===== src/rtl/rrip_pa_pkg.sv =====
package rrip_pa_pkg;
  localparam int RRPV_W = 2;
  typedef logic [RRPV_W-1:0] rrpv_t;
  localparam rrpv_t RRPV_FAR  = 2'd3;
  localparam rrpv_t RRPV_LONG = 2'd2;
  localparam rrpv_t RRPV_NEAR = 2'd0;
  typedef enum logic [1:0] {ST_IDLE, ST_SCAN, ST_OFFER} scan_st_e;
endpackage


===== src/rtl/rrip_ins_sel.sv =====
module rrip_ins_sel
  import rrip_pa_pkg::*;
#(
  parameter int BIP_PERIOD = 20
) (
  input  logic  clk,
  input  logic  rst_n,
  input  logic  fill_en,
  input  logic  req_pf,
  input  logic  mode_brrip,
  input  logic  pf_miss_aware,
  output rrpv_t ins_val
);
  localparam int CNT_W = $clog2(BIP_PERIOD);
  localparam logic [CNT_W-1:0] CNT_LAST = CNT_W'(BIP_PERIOD - 1);

  logic [CNT_W-1:0] bip_cnt;

  always_ff @(posedge clk) begin
    if (!rst_n) bip_cnt <= '0;
    else if (fill_en) bip_cnt <= (bip_cnt == CNT_LAST) ? '0 : bip_cnt + 1'b1;
  end

  always_comb begin
    if (req_pf && pf_miss_aware) ins_val = RRPV_FAR;
    else if (mode_brrip)         ins_val = (bip_cnt == '0) ? RRPV_LONG : RRPV_FAR;
    else                         ins_val = RRPV_LONG;
  end


  bip_range_chk: assert property (@(posedge clk) disable iff (!rst_n)
    fill_en |=> bip_cnt <= CNT_LAST);
endmodule


===== src/rtl/rrip_way_find.sv =====
module rrip_way_find
  import rrip_pa_pkg::*;
#(
  parameter int NWAYS = 16,
  localparam int WAY_W = $clog2(NWAYS)
) (
  input  logic [NWAYS-1:0]             line_vld,
  input  logic [NWAYS-1:0][RRPV_W-1:0] rrpv,
  output logic                         found,
  output logic [WAY_W-1:0]             way
);
  logic [NWAYS-1:0] inv_bit, far_bit;

  for (genvar g = 0; g < NWAYS; g++) begin : g_cand
    assign inv_bit[g] = !line_vld[g];
    assign far_bit[g] = (rrpv[g] == RRPV_FAR);
  end

  always_comb begin
    found = (|inv_bit) || (|far_bit);
    way   = '0;
    for (int i = NWAYS - 1; i >= 0; i--)
      if (far_bit[i]) way = WAY_W'(i);
    if (|inv_bit) begin
      for (int i = NWAYS - 1; i >= 0; i--)
        if (inv_bit[i]) way = WAY_W'(i);
    end
  end
endmodule


===== src/rtl/rrip_age_bank.sv =====
module rrip_age_bank
  import rrip_pa_pkg::*;
#(
  parameter int NWAYS = 16,
  localparam int WAY_W = $clog2(NWAYS)
) (
  input  logic                         clk,
  input  logic                         rst_n,
  input  logic                         age_en,
  input  logic                         wr_en,
  input  logic [WAY_W-1:0]             wr_way,
  input  rrpv_t                        wr_val,
  output logic [NWAYS-1:0][RRPV_W-1:0] rrpv_q
);
  for (genvar g = 0; g < NWAYS; g++) begin : g_way
    always_ff @(posedge clk) begin
      if (!rst_n)                                  rrpv_q[g] <= RRPV_FAR;
      else if (wr_en && wr_way == WAY_W'(g))       rrpv_q[g] <= wr_val;
      else if (age_en)                             rrpv_q[g] <= rrpv_q[g] + 1'b1;
    end


    age_no_wrap_chk: assert property (@(posedge clk) disable iff (!rst_n)
      age_en |-> rrpv_q[g] != RRPV_FAR);
  end


  wr_lands_chk: assert property (@(posedge clk) disable iff (!rst_n)
    wr_en |=> rrpv_q[$past(wr_way)] == $past(wr_val));
endmodule


===== src/rtl/rrip_pa_set.sv =====
module rrip_pa_set
  import rrip_pa_pkg::*;
#(
  parameter int NWAYS      = 16,
  parameter int BIP_PERIOD = 20,
  localparam int WAY_W     = $clog2(NWAYS)
) (
  input  logic             clk,
  input  logic             rst_n,
  input  logic             mode_brrip,
  input  logic             pf_miss_aware,
  input  logic             pf_hit_aware,
  input  logic [NWAYS-1:0] line_vld,
  input  logic             req_pf,
  input  logic             hit_en,
  input  logic             fill_en,
  input  logic [WAY_W-1:0] ev_way,
  input  logic             find_req,
  output logic             vic_valid,
  input  logic             vic_ready,
  output logic [WAY_W-1:0] vic_way
);
  logic [NWAYS-1:0][RRPV_W-1:0] rrpv;
  logic             found;
  logic [WAY_W-1:0] pick_way;
  rrpv_t            ins_val, wr_val;
  logic             wr_en, age_en;
  scan_st_e         st;

  rrip_ins_sel #(.BIP_PERIOD(BIP_PERIOD)) u_ins (
    .clk(clk), .rst_n(rst_n), .fill_en(fill_en), .req_pf(req_pf),
    .mode_brrip(mode_brrip), .pf_miss_aware(pf_miss_aware), .ins_val(ins_val)
  );

  rrip_way_find #(.NWAYS(NWAYS)) u_find (
    .line_vld(line_vld), .rrpv(rrpv), .found(found), .way(pick_way)
  );

  rrip_age_bank #(.NWAYS(NWAYS)) u_bank (
    .clk(clk), .rst_n(rst_n), .age_en(age_en), .wr_en(wr_en),
    .wr_way(ev_way), .wr_val(wr_val), .rrpv_q(rrpv)
  );

  always_comb begin
    wr_en  = 1'b0;
    wr_val = RRPV_NEAR;
    if (fill_en) begin
      wr_en  = 1'b1;
      wr_val = ins_val;
    end else if (hit_en && !(req_pf && pf_hit_aware)) begin
      wr_en  = 1'b1;
      wr_val = RRPV_NEAR;
    end
  end

  assign age_en    = (st == ST_SCAN) && !found;
  assign vic_valid = (st == ST_OFFER);

  always_ff @(posedge clk) begin
    if (!rst_n) begin
      st      <= ST_IDLE;
      vic_way <= '0;
    end else begin
      unique case (st)
        ST_IDLE:  if (find_req) st <= ST_SCAN;
        ST_SCAN:  if (found) begin
                    vic_way <= pick_way;
                    st      <= ST_OFFER;
                  end
        ST_OFFER: if (vic_ready) st <= ST_IDLE;
        default:  st <= ST_IDLE;
      endcase
    end
  end


  offer_hold_chk: assert property (@(posedge clk) disable iff (!rst_n)
    vic_valid && !vic_ready |=> vic_valid && $stable(vic_way));


  pick_legal_chk: assert property (@(posedge clk) disable iff (!rst_n)
    (st == ST_SCAN && found) |-> (!line_vld[pick_way] || rrpv[pick_way] == RRPV_FAR));


  demand_hit_chk: assert property (@(posedge clk) disable iff (!rst_n)
    (hit_en && !fill_en && !req_pf) |=> rrpv[$past(ev_way)] == RRPV_NEAR);


  pf_fill_far_chk: assert property (@(posedge clk) disable iff (!rst_n)
    (fill_en && req_pf && pf_miss_aware) |=> rrpv[$past(ev_way)] == RRPV_FAR);


  pf_hit_keep_chk: assert property (@(posedge clk) disable iff (!rst_n)
    (hit_en && !fill_en && req_pf && pf_hit_aware && !age_en)
      |=> rrpv[$past(ev_way)] == $past(rrpv[ev_way]));
endmodule


===== config.mk =====
export PLATFORM = sky130hd
export DESIGN_NAME = rrip_pa_set
export DESIGN_NICKNAME = d
export VERILOG_FILES = /design/src/rtl/rrip_pa_pkg.sv /design/src/rtl/rrip_ins_sel.sv /design/src/rtl/rrip_way_find.sv /design/src/rtl/rrip_age_bank.sv /design/src/rtl/rrip_pa_set.sv
export SDC_FILE = /design/constraint.sdc
export NUM_CORES = 1
export LEC_CHECK = 0
export BUFFER_PORTS_ARGS = -buffer_cell sky130_fd_sc_hd__buf_2
export CORE_MARGIN = 2
export CORE_UTILIZATION = 63
export CTS_CLUSTER_DIAMETER = 80
export DETAILED_ROUTE_END_ITERATION = 8
export GPL_TIMING_DRIVEN = 0
export PLACE_DENSITY_LB_ADDON = 0.25
export SETUP_SLACK_MARGIN = 0.1
export SKIP_CTS_REPAIR_TIMING = 1
export SLEW_MARGIN = 20
export SYNTH_ARGS = -nofsm -noshare
export SYNTH_HDL_FRONTEND = slang
export SYNTH_SLANG_ARGS = --single-unit

===== constraint.sdc =====
create_clock -name clk -period 7.17 [get_ports clk]
set_input_delay 1.434 -clock clk [delete_from_list [all_inputs] [get_ports clk]]
set_output_delay 1.434 -clock clk [all_outputs]
set_load 0.02 [all_outputs]

==> impl_metrics.env, run 1 <==
export IMPL_status="finished, final reports clean"
export IMPL_syn_mean_instance_area_um2=8.95
export IMPL_crit_start="line_vld[1]"
export IMPL_drt_pass1_iter_count=5
export IMPL_io_buffer_count=33
export IMPL_gr_total_overflow=0
export IMPL_startpoint_type="input port"
export IMPL_syn_area_um2=2760
export IMPL_synth_top_area_share_pct=31.2
export IMPL_cts_buffer_depth=2
export IMPL_fin_nets=396
export IMPL_cap_violations=0
export IMPL_hold_viol=0
export IMPL_end_kind="register"
export IMPL_cts_buffers=5
export IMPL_setup_tns_ps=0
export IMPL_grt_pass1_wl_um=10300
export IMPL_viasPerCell=6.12
export IMPL_place_hpwl_um=4570
export IMPL_totalWireLength_um=6110
export IMPL_r2r_setup_slack_ps=4130
export IMPL_powerDensity_nw_per_um2=174
export IMPL_dieArea_um2=4920
export IMPL_synth_seq_cells=43
export IMPL_critical_path_reg2reg_startpoint="u_bank.rrpv_q[10]"
export IMPL_clock_fmax_mhz=293
export IMPL_design_core_area_um2=4290
export IMPL_synth_common_cells="dfxtp_1, nand2_1, nor2_1"
export IMPL_routabilityCongestion=0.818
export IMPL_clk_pin_slew_ps=80
export IMPL_synth_edf_count=0
export IMPL_fp_row_count=24
export IMPL_vias=2454
export IMPL_drv_slew=0
export IMPL_critPathKind="input port to register"
export IMPL_rr_worst_depth=9
export IMPL_p_leak_nw=1.32
export IMPL_start_util_pct=64.2
export IMPL_irDropWorstVdd_v=0.000165
export IMPL_boundaryPins=35
export IMPL_hold_depth=1
export IMPL_finalCritPeriodShare_pct=47.6
export IMPL_numClockSinks=43
export IMPL_drc=0
export IMPL_cts_tree="built"
export IMPL_final_antenna_net_count=0
export IMPL_hold_path_class="register to register"
export IMPL_drt_iter0_markers=179
export IMPL_skew_ps=6.81
export IMPL_die_w_um=70.2
export IMPL_setup_viol=0
export IMPL_placed_cells=393
export IMPL_synth_yosys_seq_area_share_pct=31.2
export IMPL_synth_area_leaders="dfxtp_1, ha_1, mux2_4"
export IMPL_cp_arrival_ps=3580
export IMPL_crit_fanout=10
export IMPL_relSlewSlack_pct=55.3
export IMPL_synth_most_common_cell="dfxtp_1"
export IMPL_synth_async_reset_ratio_pct=0
export IMPL_worst_r2r_endpoint="u_bank.rrpv_q[3]"
export IMPL_wl_per_cell_um=15.2
export IMPL_synth_warnings=0
export IMPL_tightest_slew_ps=665
export IMPL_crit_required_ps=7340
export IMPL_antenna_found_initial=0
export IMPL_stdcell_count=401
export IMPL_antenna_cells=0
export IMPL_synthesis_nets=356
export IMPL_syn_inst=308
export IMPL_layout_drive_gt1_share_pct=20.6
export IMPL_rsz0062_at_grt="false"
export IMPL_die_y_um=70.2
export IMPL_first_global_vias=2319
export IMPL_grt_max_degree=14
export IMPL_yosys_area_top_type="dfxtp_1"
export IMPL_track_usage_pct=25.9
export IMPL_htree_num_levels=2
export IMPL_area_growth_pct=13.2
export IMPL_critPathCapture="u_bank.rrpv_q[3]"
export IMPL_insertion_delay_ps=300
export IMPL_yosys_most_used_dff="dfxtp_1"
export IMPL_synth_cell_types=44
export IMPL_cts_root_buf="clkbuf_8"
export IMPL_post_route_min_period_ps=3410
critical path: stages:
cell and delay, ps:
buf_2 120, nand4_1 140, or4_1 540, clkbuf_1 160, or3_1 380, buf_6 150
buf_12 140, mux2_4 300, mux2i_1 130, nand2_1 80
flip-flops by register name (all words and copies together) (netlist names):
name and cells:
vic_way 4, u_ins.bip_cnt 5, st 2, u_bank.rrpv_q 32
layout make-up:
type                            instances  area, um^2
Timing Repair Buffer                   33         165
Buffer                                 14         100
Tap cell                               52        65.1
Fill cell                             344        1170
Multi-Input combinational cell        243        1770
Clock inverter                          2        60.1
Inverter                                8        30.0
Sequential cell                        43         861
Clock buffer                            6        72.6
layer usage:
metal / vias to the layer above / routed length, um / track usage (%)
met5: - / 0 / 0
met4: 0 / 151 / 10.3
met3: 16 / 307 / 3.90
met2: 84 / 3020 / 46.0
met1: 1154 / 2630 / 31.1
li1: 1200 / - / -
report_power, final:
group          leakage (nW)  switching [W]  total (W)  internal (W)
Clock                0.0654      0.0000847   0.000224      0.000139
Combinational         0.901      0.0000405  0.0000694     0.0000289
Sequential            0.350     0.00000514   0.000251      0.000246
Total                  1.32       0.000130   0.000544      0.000414
how the worst min path moves through the flow:
stage | startpoint | to | slack, ps
final | st[1] | st[0] | 430
after global routing | st[1] | st[0] | 480
after CTS | st[1] | st[0] | 440
after detailed placement | st[1] | st[0] | 430
after global placement | st[1] | st[0] | 420
after floorplan | st[1] | st[0] | 400
per-stage QoR:
stage / setup slack, ps / utilization [%] / total power (W) / hold WS [ps] / area [um^2]
after global placement: 3470 / 69.6 / 0.000323 / 421 / 2990
after floorplan: 3730 / - / 0.000299 / 404 / 2760
after global routing: 3610 / 72.7 / 0.000563 / 477 / 3120
final: 3760 / 72.7 / 0.000544 / 430 / 3120
after detailed placement: 3440 / 69.6 / 0.000325 / 432 / 2990
after CTS: 3760 / 72.7 / 0.000546 / 441 / 3120
cells in the final DEF, fill, tap and decap left out, types with 4 or more instances in the layout:
cell type	instances
dfxtp_1	43
nand3_1	5
nor2_1	31
xor2_1	18
ha_1	18
clkbuf_1	11
nor3_1	12
nor2b_1	7
or3_1	5
nand2_1	34
o21ai_0	9
a31oi_1	14
buf_2	33
nand4_1	7
o31ai_1	4
mux2i_1	16
inv_1	8
a21oi_1	6
clkbuf_8	5
mux2_4	13
mux2_2	8
cell families after synthesis:
family / synth area share (%)
AO/OA/AOI/OAI: 13.3
adder cells (fa/ha/maj): 8.17
buffers and inverters: 4.72
AND/OR/NAND/NOR: 20.4
XOR/XNOR: 6.03
multiplexers: 16.2
flip-flops: 31.2
(Power assumes the default switching activity.)
==> run 2, diff against run 1 <==
- CORE_UTILIZATION: 63 -> 52
- clock period: 7.17 -> 3 ns (I/O delays scaled with it)
==> impl_metrics.env, run 2 (synthesis results as in run 1) <==
export IMPL_regMostFlops="u_bank.rrpv_q"
export IMPL_nFillCells=434
export IMPL_timing_final_ws_setup_ps=66.7
export IMPL_multi_input_area_um2=1880
export IMPL_fin_nets=401
export IMPL_viasPerCell=5.72
export IMPL_largest_reg_flops=32
export IMPL_dieArea_um2=5900
export IMPL_drv_slew=0
export IMPL_rr_worst_depth=9
export IMPL_cap_violations=0
export IMPL_design_core_area_um2=5110
export IMPL_total_power_w=0.00125
export IMPL_worst_r2r_endpoint="u_bank.rrpv_q[5]"
export IMPL_critical_path_max_stage_delay_ps=570
export IMPL_place_hpwl_um=4580
export IMPL_setup_viol=0
export IMPL_clk_pin_slew_ps=90
export IMPL_wl_per_cell_um=15.3
export IMPL_crit_required_ps=3160
export IMPL_dpl_worst_slack_ps=-11.4
export IMPL_cp_cell_sequence="ha_4 -> or4_4 -> or4b_4 -> or3_4 -> buf_8 -> buf_12 -> mux2_4 -> mux2i_1 -> nand2_1"
export IMPL_p_leak_nw=1.36
export IMPL_io_buffer_count=33
export IMPL_totalWireLength_um=6490
export IMPL_boundaryPins=35
export IMPL_drt_pass1_iter_count=4
export IMPL_status="finished, final reports clean"
export IMPL_rsz0062_at_grt="true"
export IMPL_layout_common_cells="dfxtp_1, nand2_1, buf_2"
export IMPL_htree_num_levels=2
export IMPL_grt_max_degree=15
export IMPL_min_to="st[0]"
export IMPL_top_regs="u_bank.rrpv_q (32), u_ins.bip_cnt (5), vic_way (4)"
export IMPL_final_common_cell="dfxtp_1"
export IMPL_vias=2427
export IMPL_first_global_vias=2176
export IMPL_cp_arrival_ps=3090
export IMPL_worst_path_buf_inv=2
export IMPL_routabilityCongestion=0.874
export IMPL_irDropWorstVdd_v=0.000282
export IMPL_crit_start="u_bank.rrpv_q[7]"
export IMPL_skew_ps=6.17
export IMPL_layout_drive_gt1_share_pct=28.2
export IMPL_area_growth_pct=20.1
export IMPL_fin_util_pct=64.9
export IMPL_hold_depth=1
export IMPL_holdWs_ps=427
export IMPL_relSlewSlack_pct=58.1
export IMPL_start_util_pct=54.0
export IMPL_track_usage_pct=21.4
export IMPL_die_y_um=76.8
export IMPL_antenna_cells=0
export IMPL_critical_path_reg2reg_startpoint="u_bank.rrpv_q[7]"
export IMPL_drc=0
export IMPL_drt_iter0_markers=180
export IMPL_crit_fanout=6
export IMPL_seqCellArea_um2=872
export IMPL_hold_path_class="register to register"
export IMPL_post_route_min_period_ps=2930
export IMPL_cts_tree="built"
export IMPL_startpoint_type="register"
export IMPL_crit_family="simple AND/OR/NAND/NOR gates"
export IMPL_hold_viol=0
export IMPL_final_antenna_net_count=0
export IMPL_tightest_slew_ps=622
export IMPL_antenna_found_initial=0
export IMPL_r2r_setup_slack_ps=70
export IMPL_cts_buffer_depth=2
export IMPL_cts_buffers=5
export IMPL_powerDensity_nw_per_um2=376
export IMPL_cp_slowest_cell="or4b_4"
export IMPL_insertion_delay_ps=300
export IMPL_finalCritPeriodShare_pct=97.8
export IMPL_die_w_um=76.8
export IMPL_grt_pass1_wl_um=10100
export IMPL_end_kind="register"
export IMPL_numClockSinks=43
export IMPL_hp_start="st[1]"
export IMPL_gr_total_overflow=0
export IMPL_fp_row_count=26
export IMPL_critPathKind="register to register"
export IMPL_cts_root_buf="clkbuf_8"
export IMPL_clock_fmax_mhz=341
[run 2: cell types whose count changed in the layout (fill, tap and decap cells not counted), moves of 5 or more]
| cell | before | now |
|---|---|---|
| dfxtp_1 | 43 | 36 |
| ha_1 | 18 | 9 |
| dfxtp_2 | 0 | 6 |
| ha_4 | 0 | 5 |
[run 2: worst max path at each step]
| stage | cells after the start | slack, ps | endpoint |
|---|---|---|---|
| floorplan | 9 | 180 | u_bank.rrpv_q[23] |
| global placement | 9 | 20 | u_bank.rrpv_q[23] |
| detailed placement | 9 | -10 | u_bank.rrpv_q[15] |
| CTS | 9 | -60 | u_bank.rrpv_q[23] |
| global route | 9 | 7 | u_bank.rrpv_q[7] |
| finish | 9 | 70 | u_bank.rrpv_q[5] |
[run 2: metal layers]
metal	share of wire, %	GRT usage, %
met1	48	28.9
met2	47	35.0
met3	4.4	4.47
met4	0.80	4.91
met5	0	0
[run 2: through the flow]
stage               std cells  area [um^2]  TNS [ps]
finish                    424         3310         0
global route              424         3310         0
CTS                       419         3120      -359
detailed placement        411         3010     -43.2
global placement          411         3010         0
floorplan                 308         2760         0
[run 2: layout make-up]
| cell class | instances | share of cell area [%] |
|---|---|---|
| clock inverter | 3 | 1.32 |
| clock buffer | 5 | 2.08 |
| sequential | 43 | 26.3 |
| tap | 70 | 2.64 |
| inverter | 8 | 0.906 |
| timing repair buffer | 38 | 6.65 |
| multi-input combinational | 243 | 56.7 |
| buffer | 14 | 3.40 |
[run 2: worst reg2reg max path: cells and delay by family (launching register included)]
family / cells / cell delay (ps)
and+or+nand+nor: 4 / 1540
muxes: 2 / 440
DFF: 1 / 340
buffers and inverters: 2 / 290
adders and majority gates: 1 / 170
[run 2: power by group]
group	switching [W]	leakage, nW	total, W	internal [W]
combinational	0.0000997	0.953	0.000176	0.0000762
clock	0.000219	0.0581	0.000468	0.000248
sequential	0.0000142	0.347	0.000602	0.000587
total	0.000333	1.36	0.00125	0.000912
==> run 3, diff against run 2 <==
- clock period: 3 -> 2.4 ns (I/O delays scaled with it)
==> impl_metrics.env, run 3 (synthesis results as in run 1) <==
export IMPL_end_kind="register"
export IMPL_numClockSinks=43
export IMPL_holdWs_ps=441
export IMPL_grt_pass1_wl_um=10400
export IMPL_tightest_slew_ps=620
export IMPL_drc=0
export IMPL_start_util_pct=54.0
export IMPL_antenna_cells=0
export IMPL_p_leak_nw=1.40
export IMPL_crit_required_ps=2560
export IMPL_cts_buffers=5
export IMPL_cts_tree="built"
export IMPL_routabilityCongestion=0.844
export IMPL_skew_ps=9.44
export IMPL_status="complete, but fails checks"
export IMPL_place_area_um2=3040
export IMPL_cp_arrival_ps=3100
export IMPL_stdcell_area_um2=3390
export IMPL_layout_drive_gt1_share_pct=30.0
export IMPL_area_growth_pct=22.8
export IMPL_cts_root_buf="clkbuf_8"
export IMPL_fin_nets=404
export IMPL_drt_pass1_iter_count=4
export IMPL_largest_reg_flops=32
export IMPL_irDropWorstVdd_v=0.000333
export IMPL_viasPerCell=5.61
export IMPL_critPathKind="register to register"
export IMPL_gr_total_overflow=0
export IMPL_powerDensity_nw_per_um2=460
export IMPL_setup_tns_ps=-14140
export IMPL_totalWireLength_um=6500
export IMPL_track_usage_pct=21.7
export IMPL_relSlewSlack_pct=58.7
export IMPL_design_core_area_um2=5110
export IMPL_clock_fmax_mhz=340
export IMPL_insertion_delay_ps=300
export IMPL_vias=2395
export IMPL_wl_per_cell_um=15.2
export IMPL_violations="setup timing"
export IMPL_startpoint_type="register"
export IMPL_final_common_cell="dfxtp_1"
export IMPL_hold_path_class="register to register"
export IMPL_final_antenna_net_count=0
export IMPL_die_y_um=76.8
export IMPL_layout_common_cells="dfxtp_1, nand2_1, buf_2"
export IMPL_placed_cells=411
export IMPL_cts_buffer_depth=2
export IMPL_nFillCells=419
export IMPL_die_w_um=76.8
export IMPL_hold_viol=0
export IMPL_finalCritPeriodShare_pct=123
export IMPL_grt_max_degree=14
export IMPL_fp_row_count=26
export IMPL_htree_num_levels=2
export IMPL_dieArea_um2=5900
export IMPL_antenna_found_initial=0
export IMPL_drv_slew=0
export IMPL_post_route_min_period_ps=2940
export IMPL_top_regs="u_bank.rrpv_q (32), u_ins.bip_cnt (5), vic_way (4)"
export IMPL_setup_viol=32
export IMPL_fin_util_pct=66.3
export IMPL_io_buffer_count=33
export IMPL_place_hpwl_um=4590
export IMPL_boundaryPins=35
export IMPL_drt_iter0_markers=101
export IMPL_crit_fanout=6
export IMPL_timing_final_ws_setup_ps=-545
export IMPL_rsz0062_at_grt="true"
export IMPL_clk_pin_slew_ps=90
export IMPL_stdcell_count=427
export IMPL_regMostFlops="u_bank.rrpv_q"
export IMPL_cap_violations=0
export IMPL_first_global_vias=2261
==> run 3: changes by cell type in the layout (fill, tap and decap cells not counted), sizes merged <==
| cell | change |
|---|---|
| buf | +2 |
| clkbuf | +2 |
| clkinv | -1 |
==> run 3: final cells by class <==
cell class                      instances  area [um^2]  share of cell area [%]
Multi-Input combinational cell        243         1910                    56.4
Sequential cell                        43          868                    25.6
Timing Repair Buffer                   41          260                    7.69
Buffer                                 14          113                    3.33
Tap cell                               70         87.6                    2.59
Clock buffer                            6         82.6                    2.44
Clock inverter                          2         35.0                    1.03
Inverter                                8         30.0                   0.887
==> run 3: worst paths after layout <==
kind                     from  slack [ps]           endpoint  depth (start not counted)
max reg2reg  u_bank.rrpv_q[5]        -540  u_bank.rrpv_q[15]                          9
max          u_bank.rrpv_q[5]        -540  u_bank.rrpv_q[15]                          9
min reg2reg             st[1]         440              st[0]                          1
min                     st[1]         440              st[0]                          1
==> run 3: routing by layer <==
metal	routed length, um	GRT usage (%)	vias to the layer above
li1	-	-	1205
met1	3090	28.7	1130
met2	3080	35.4	52
met3	242	4.12	8
met4	82	7.27	0
met5	0	0	-
==> run 3: power breakdown <==
group,internal (W),switching (W)
registers,0.000735,0.0000182
clock network,0.000337,0.000249
logic,0.0000951,0.000125
total,0.00117,0.000392
==> run 3: metrics by stage <==
step                setup WS [ps]  total power (W)
floorplan                    -356         0.000896
global placement             -498         0.000970
detailed placement           -531         0.000975
CTS                          -562          0.00156
global route                 -610          0.00163
finish                       -545          0.00156
==> run 3: critical path: stages, from the launching register on <==
cell	delay, ps
dfxtp_2	340
ha_4	170
or4_4	540
or4b_4	570
or3_4	350
buf_8	150
clkbuf_16	160
mux2_4	290
mux2i_1	150
nand2_1	90
